File: config.mk
export PLATFORM = sky130hd
export DESIGN_NAME = uart_rx_err
export DESIGN_NICKNAME = d
export VERILOG_FILES = /design/src/rtl/uart_rx_err.sv
export SDC_FILE = /design/constraint.sdc
export NUM_CORES = 1
export LEC_CHECK = 0
export BUFFER_PORTS_ARGS = -buffer_cell sky130_fd_sc_hd__clkbuf_2
export CAP_MARGIN = 25
export CORE_MARGIN = 2
export CORE_UTILIZATION = 30
export CTS_BUF_LIST = sky130_fd_sc_hd__clkbuf_8
export DETAILED_ROUTE_END_ITERATION = 16
export RECOVER_POWER = 25
export SYNTH_ARGS = -nofsm -noshare
export SYNTH_HDL_FRONTEND = slang
export SYNTH_SLANG_ARGS = --single-unit
File: constraint.sdc
create_clock -name clk -period 2.49 [get_ports clk]
set_clock_uncertainty 0.2 [all_clocks]
set_input_delay 0.498 -clock clk [delete_from_list [all_inputs] [get_ports clk]]
set_output_delay 0.498 -clock clk [all_outputs]
set_load 0.005 [all_outputs]
File: src/rtl/uart_rx_err.sv
module uart_rx_err #(
  parameter int OSR = 16
) (
  input  logic       clk,
  input  logic       rst_n,
  input  logic       rx_in,
  input  logic       os_tick,
  input  logic [1:0] par_mode,
  input  logic       char8,
  input  logic       two_stop,
  input  logic       rd_buf,
  output logic [7:0] rx_data,
  output logic [7:0] err_stat,
  output logic       rx_done,
  output logic       rx_err
);
  localparam int CW    = $clog2(2 * OSR);
  localparam int MID   = OSR / 2 - 1;
  localparam int GUARD = OSR + OSR / 2 - 1;

  typedef enum logic [2:0] {S_IDLE, S_START, S_DATA, S_PAR, S_STOP, S_GUARD} st_t;

  st_t         st;
  logic [1:0]  sync;
  logic [CW-1:0] cnt;
  logic [2:0]  bidx;
  logic [7:0]  sh;
  logic        par_acc, full_q;
  logic        pe_q, fe_q, ov_q;

  wire rxs      = sync[1];
  wire par_on   = (par_mode == 2'b01) || (par_mode == 2'b10);
  wire last_bit = bidx == (char8 ? 3'd7 : 3'd6);
  wire at_bit   = cnt == CW'(OSR - 1);
  wire pe_n     = par_on && ((par_mode == 2'b01) ? par_acc : ~par_acc);
  wire fe_n     = ~rxs;
  wire ov_n     = full_q & ~rd_buf;

  assign err_stat = {5'b0, pe_q, fe_q, ov_q};

  always_ff @(posedge clk or negedge rst_n) begin
    if (!rst_n) begin
      st <= S_IDLE; sync <= 2'b11; cnt <= '0; bidx <= '0; sh <= '0;
      par_acc <= 1'b0; full_q <= 1'b0; rx_data <= '0;
      pe_q <= 1'b0; fe_q <= 1'b0; ov_q <= 1'b0;
      rx_done <= 1'b0; rx_err <= 1'b0;
    end else begin
      sync    <= {sync[0], rx_in};
      rx_done <= 1'b0;
      rx_err  <= 1'b0;
      if (rd_buf) full_q <= 1'b0;
      if (os_tick) begin
        case (st)
          S_IDLE: if (!rxs) begin st <= S_START; cnt <= '0; end
          S_START:
            if (cnt == CW'(MID)) begin
              st <= rxs ? S_IDLE : S_DATA;
              cnt <= '0; bidx <= '0; par_acc <= 1'b0;
            end else cnt <= cnt + 1'b1;
          S_DATA:
            if (at_bit) begin
              cnt <= '0;
              sh <= {rxs, sh[7:1]};
              par_acc <= par_acc ^ rxs;
              bidx <= bidx + 1'b1;
              if (last_bit) st <= par_on ? S_PAR : S_STOP;
            end else cnt <= cnt + 1'b1;
          S_PAR:
            if (at_bit) begin
              cnt <= '0; par_acc <= par_acc ^ rxs; st <= S_STOP;
            end else cnt <= cnt + 1'b1;
          S_STOP:
            if (at_bit) begin
              cnt <= '0;
              rx_data <= char8 ? sh : {1'b0, sh[7:1]};
              pe_q <= pe_n; fe_q <= fe_n; ov_q <= ov_n;
              rx_done <= 1'b1;
              rx_err <= pe_n | fe_n | ov_n;
              full_q <= 1'b1;
              st <= two_stop ? S_GUARD : S_IDLE;
            end else cnt <= cnt + 1'b1;
          S_GUARD:
            if (cnt == CW'(GUARD)) begin st <= S_IDLE; cnt <= '0; end
            else cnt <= cnt + 1'b1;
          default: st <= S_IDLE;
        endcase
      end
    end
  end

  assert_done_pulse_R9: assert property (@(posedge clk) disable iff (!rst_n)
    rx_done |=> !rx_done);
  assert_err_in_done_R9: assert property (@(posedge clk) disable iff (!rst_n)
    rx_err |-> rx_done);
  assert_par_none_R4: assert property (@(posedge clk) disable iff (!rst_n)
    rx_done && ($past(par_mode) == 2'b00 || $past(par_mode) == 2'b11) |-> !err_stat[2]);
  assert_seven_bit_R3: assert property (@(posedge clk) disable iff (!rst_n)
    rx_done && !$past(char8) |-> !rx_data[7]);
  assert_ovr_unread_R7: assert property (@(posedge clk) disable iff (!rst_n)
    rx_done && err_stat[0] |-> $past(full_q));
  assert_hold_R10: assert property (@(posedge clk) disable iff (!rst_n)
    !rx_done |-> $stable(err_stat) && $stable(rx_data));
endmodule

# After elaboration in Yosys (flattened, before gate mapping)
# Index checks and enable logic that the tools add are counted.
# totals
output_inout_bits	18
elab_cells	90
input_bits	9
reg_bits	36
# op_classes
n_addsub	2
n_eq_ne	19
n_bitwise	7
muxes	35
n_reduce_logical	14
# op_table
cell	n
2-to-1 mux 3 bit	11
2-to-1 mux 5 bit	4
case mux 5 bit (4 select lines)	1
case mux 3 bit (6 select lines)	1
2-to-1 mux 1 bit	14
!= test 2 bit (second input constant)	7
AND reduction 3 bit	3
2-to-1 mux 8 bit	1
AND reduction 4 bit	2
AND reduction 8 bit	1
equality test 3 x 2 -> 1 bit (second input constant)	2
equality test 3 bit (second input constant)	2
case mux 3 bit (2 select lines)	1
adder 5 x 1 -> 5 bit (second input constant)	1
equality test 5 x 3 -> 1 bit (second input constant)	1
equality test 5 x 4 -> 1 bit (second input constant)	1
equality test 5 bit (second input constant)	1
nonzero test 2 bit	2
nonzero test 4 bit	1
adder 3 x 1 -> 3 bit (second input constant)	1
equality test 3 x 1 -> 1 bit (second input constant)	1
equality test 3 bit	1
logical NOT 3 bit	1
inverter 1 bit	3
other kinds (12)	13

# Depth between registers and ports, before layout
# logic_depth
depth_word	8
ltp_mapped	8
mapped_depth_nobuf	8

# Worst setup path before layout
# No wires, ideal clock.
# synth_timing
path_type	register -> register
start	register cnt[0]
end	register sh[0]
t_required_ns	2.165
t_arrival_ns	1.800
path_slack_ns	0.365
path_buffers	0
setup_ns	0.125
path_stages_with_launch	7
period_less_slack_ns	2.125
path_cell_list	dfrtp_1 ha_1 and3_1 ha_1 nand2_1 nor3_2 mux2_2
# synth_between
elab_chain_cells	2
# synth_lines
element	line_no	rtl
start: declaration	25	logic [CW-1:0] cnt;
start signal: assignment	59	end else cnt <= cnt + 1'b1;
start signal: assignment	67	end else cnt <= cnt + 1'b1;
start signal: assignment	71	end else cnt <= cnt + 1'b1;
equality test 5 x 4 -> 1 bit	34	wire at_bit = cnt == CW'(OSR - 1);
AND reduction 3 bit (no line)	--	
end signal: assignment	63	sh <= {rxs, sh[7:1]};
end: declaration	27	logic [7:0] sh;
# Every way passes these cells.
# A chain may end at the register's enable or synchronous reset.

# Worst setup path in the final report
# layout_timing
start	register cnt[0]
end	register st[1]
# layout_between
elab_chain_cells	3
elab_cells_between_ends	9
cone_classes	eq/ne: 8; reduce/logical: 1
# layout_lines
element	line_no	rtl
equality test 5 bit (tied with other cells)	83	if (cnt == CW'(GUARD)) begin st <= S_IDLE; cnt <= '0; end
!= test 2 bit (no line)	--	
AND reduction 8 bit (no line) *	--	
end signal: assignment	57	st <= rxs ? S_IDLE : S_DATA;
end signal: assignment	66	if (last_bit) st <= par_on ? S_PAR : S_STOP;
end signal: assignment	80	st <= two_stop ? S_GUARD : S_IDLE;
end: declaration	23	st_t st;
# Every way passes the cells marked *; elsewhere a longest branch is shown, timed or not.

==> flow_metrics.env <==
export IMPL_status="finished clean"
export IMPL_start_util_pct=30.88
export IMPL_drive_gt1_share_pct=23.21
export IMPL_hold_depth=1
export IMPL_worst_slew_pin_slew_ps=816.7
export IMPL_cap_violations=0
export IMPL_syn_instance_count=197
export IMPL_grt_pass1_wl_um=6913
export IMPL_root_buffer="clkbuf_8"
export IMPL_grt_max_degree=24
export IMPL_slew_viol_final=0
export IMPL_dieHeight_um=84.61
export IMPL_rsz0062_at_grt="no"
export IMPL_die_area_mm2=0.007159
export IMPL_r2r_start="cnt[0]"
export IMPL_first_iter_violations=95
export IMPL_postSynthAreaPerCell_um2=9.895
export IMPL_clockPowerShare_pct=30.9
export IMPL_clockBufferDepth=2
export IMPL_synth_distinct_cells=45
export IMPL_yosysSeqAreaShare_pct=46.34
export IMPL_synth_most_common_cell="dfrtp_1"
export IMPL_numPortBuffers=21
export IMPL_yosys_warnings=0
export IMPL_combPwrFrac_pct=24.1
export IMPL_async_reset_ff_share_pct=100.0
export IMPL_worstSetupEndpointType="register"
export IMPL_grt_pass1_vias=1442
export IMPL_p_int_mw=1.122
export IMPL_clk_pin_slew_ps=70
export IMPL_wire_per_inst_um=12.66
export IMPL_detailed_place_hpwl_um=2870
export IMPL_yosys_area_top_type_share_pct=43.65
export IMPL_synth_edf_count=0
export IMPL_gp_congestion=0.8340
export IMPL_timing_rr_end="st[1]"
export IMPL_cp_max_fo=7
export IMPL_dr_total_vias=1423
export IMPL_fillCellCount=668
export IMPL_maxSlewHeadroom_pct=45.55
export IMPL_vdd_ir_drop_max_uv=332.6
export IMPL_start_kind="register"
export IMPL_vias_per_cell=4.728
export IMPL_clock_latency_ps=290
export IMPL_wirelength_um=3811
export IMPL_fmax_mhz=432.4
export IMPL_crit_start="cnt[0]"
export IMPL_hp_class="in2reg"
export IMPL_hold_viol_final=0
export IMPL_die_x_um=84.61
export IMPL_leakage_nw=1.066
export IMPL_final_setup_viol_count=0
export IMPL_finalSetupTns_ps=0
export IMPL_crit_type="reg2reg"
export IMPL_min_period_over_period_pct=92.88
export IMPL_syn_area_mm2=0.001949
export IMPL_diodes=0
export IMPL_cts_buffers=5
export IMPL_ys_top_cells_by_area="dfrtp_1, o21ai_0, mux2i_1"
export IMPL_ys_ff_latch=36
export IMPL_swShare_pct=30.59
export IMPL_pwr_share_seq_pct=45.0
export IMPL_area_growth_pct=15.47
export IMPL_track_usage_pct=11.84
export IMPL_drt_pass1_iterations=4
export IMPL_synth_common_cells="dfrtp_1, nand2_1, o21ai_0, inv_1, mux2i_1"
export IMPL_multi_input_area_um2=938.4
export IMPL_worst_r2r_path_depth=7
export IMPL_ant_nets=0
export IMPL_hold_end="sync[0]"
export IMPL_antenna_found_initial=0
export IMPL_synth_ff_type="dfrtp_1"
export IMPL_ff2ff_setup_slack_ps=180
export IMPL_synth_top_area_cell="dfrtp_1"
export IMPL_crit_arrival_ps=2280
export IMPL_overflow=0
export IMPL_cts_sinks=36
export IMPL_ios=27
export IMPL_powerDensity_mw_per_mm2=718.3
export IMPL_layout_min_cycle_time_ps=2313
export IMPL_power_switching_mw=0.4946
export IMPL_cp_data_required_time_ps=2460
export IMPL_cts_htree_levels=2
export IMPL_core_area_mm2=0.006314
export IMPL_final_nets=238
export IMPL_rows=29
export IMPL_tritoncts="yes"
export IMPL_seq_area_um2=903.4
export IMPL_min_from="rx_in"
export IMPL_worst_hold_slack_ps=90.53
export IMPL_drc=0
==> registers in the layout (all words and copies together) (netlist names), 2 cells and up <==
register  count
rx_data       8
bidx          3
st            3
sh            8
cnt           5
sync          2
==> how the worst max path moves through the flow <==
stage,end,slack (ps),cells past startpoint
finish,st[1],180,7
global route,st[1],10,7
CTS,rx_data[0],90,7
detailed placement,rx_data[0],110,7
global placement,rx_data[4],190,7
floorplan,sh[0],360,6
==> power groups by stage <==
stage          Sequential, mW  Combinational (mW)  Clock (mW)
2_1_floorplan           0.704               0.320           0
3_3_place_gp            0.736               0.381           0
3_5_place_dp            0.739               0.389           0
4_1_cts                 0.728               0.392       0.513
5_1_grt                 0.743               0.460       0.532
6_report                0.727               0.390       0.499
==> cells in the final DEF, fill, tap and decap left out, types with 2 or more instances in the layout <==
| cell | instances |
|---|---|
| a21oi_1 | 3 |
| a31oi_1 | 2 |
| and3_1 | 2 |
| and3b_1 | 2 |
| buf_4 | 8 |
| clkbuf_1 | 3 |
| clkbuf_2 | 18 |
| clkbuf_8 | 5 |
| conb_1 | 5 |
| dfrtp_1 | 34 |
| dfstp_2 | 2 |
| ha_1 | 5 |
| inv_1 | 10 |
| mux2_2 | 8 |
| mux2i_1 | 9 |
| nand2_1 | 24 |
| nand2b_1 | 7 |
| nand3_1 | 8 |
| nor2_1 | 6 |
| nor2b_1 | 3 |
| nor3_1 | 2 |
| nor3b_1 | 2 |
| o211ai_1 | 5 |
| o21ai_0 | 22 |
| o2bb2ai_1 | 2 |
| or2_2 | 2 |
| xnor2_1 | 2 |
| xor2_1 | 2 |
==> through the flow <==
stage / cell area, um2 / total power, mW / instances / worst slack (ps) / util, %
after floorplan: 1964 / 1.025 / 201 / 364.9 / -
after global placement: 2122 / 1.117 / 291 / 191.0 / 33.61
after detailed placement: 2122 / 1.128 / 291 / 106.2 / 33.61
after CTS: 2240 / 1.633 / 300 / 93.31 / 35.47
after global routing: 2251 / 1.734 / 301 / 12.97 / 35.65
final: 2251 / 1.617 / 301 / 177.3 / 35.65
==> per-layer routing <==
layer,vias up,share of wire [%],GRT usage [%]
li1,731,-,-
met4,0,1.3,3.752
met3,6,3.6,2.852
met1,659,50,15.95
met5,-,0,0
met2,27,45,18.83
==> cell type report <==
class / instances / area share, %
Sequential cell: 36 / 40.13
Clock buffer: 5 / 3.057
Timing Repair Buffer: 30 / 7.615
Inverter: 9 / 1.501
Multi-Input combinational cell: 141 / 41.69
Clock inverter: 3 / 1.723
Tap cell: 77 / 4.280
==> worst max-delay path, cell delays in order (launching register included) <==
cell and delay (ps):
dfrtp_1 390, ha_1 220, and3_1 220, ha_2 250, nand3_1 90, o211ai_1 280
nand3_1 180, a221o_1 370
==> what timing repair did <==
item,4_1_cts,5_1_grt
gates resized for setup,0,2
endpoints found under the hold margin,15,0
setup endpoints to repair,0,14
setup buffers,0,1
hold buffers,1,0
==> cell families (layout without fill, tap and decap cells) <==
logic type,count (synthesis),in the layout,share of synthesized area [%]
AOI/OAI and AO/OA,41,41,12.97
buffers and inverters,24,47,6.675
and+or+nand+nor,68,68,18.94
xor gates and xnor gates,4,4,1.798
adders and majority gates,6,6,3.851
DFF,36,36,46.34
other,1,5,0.1924
muxes,17,17,9.243
(Power assumes the default switching activity.)
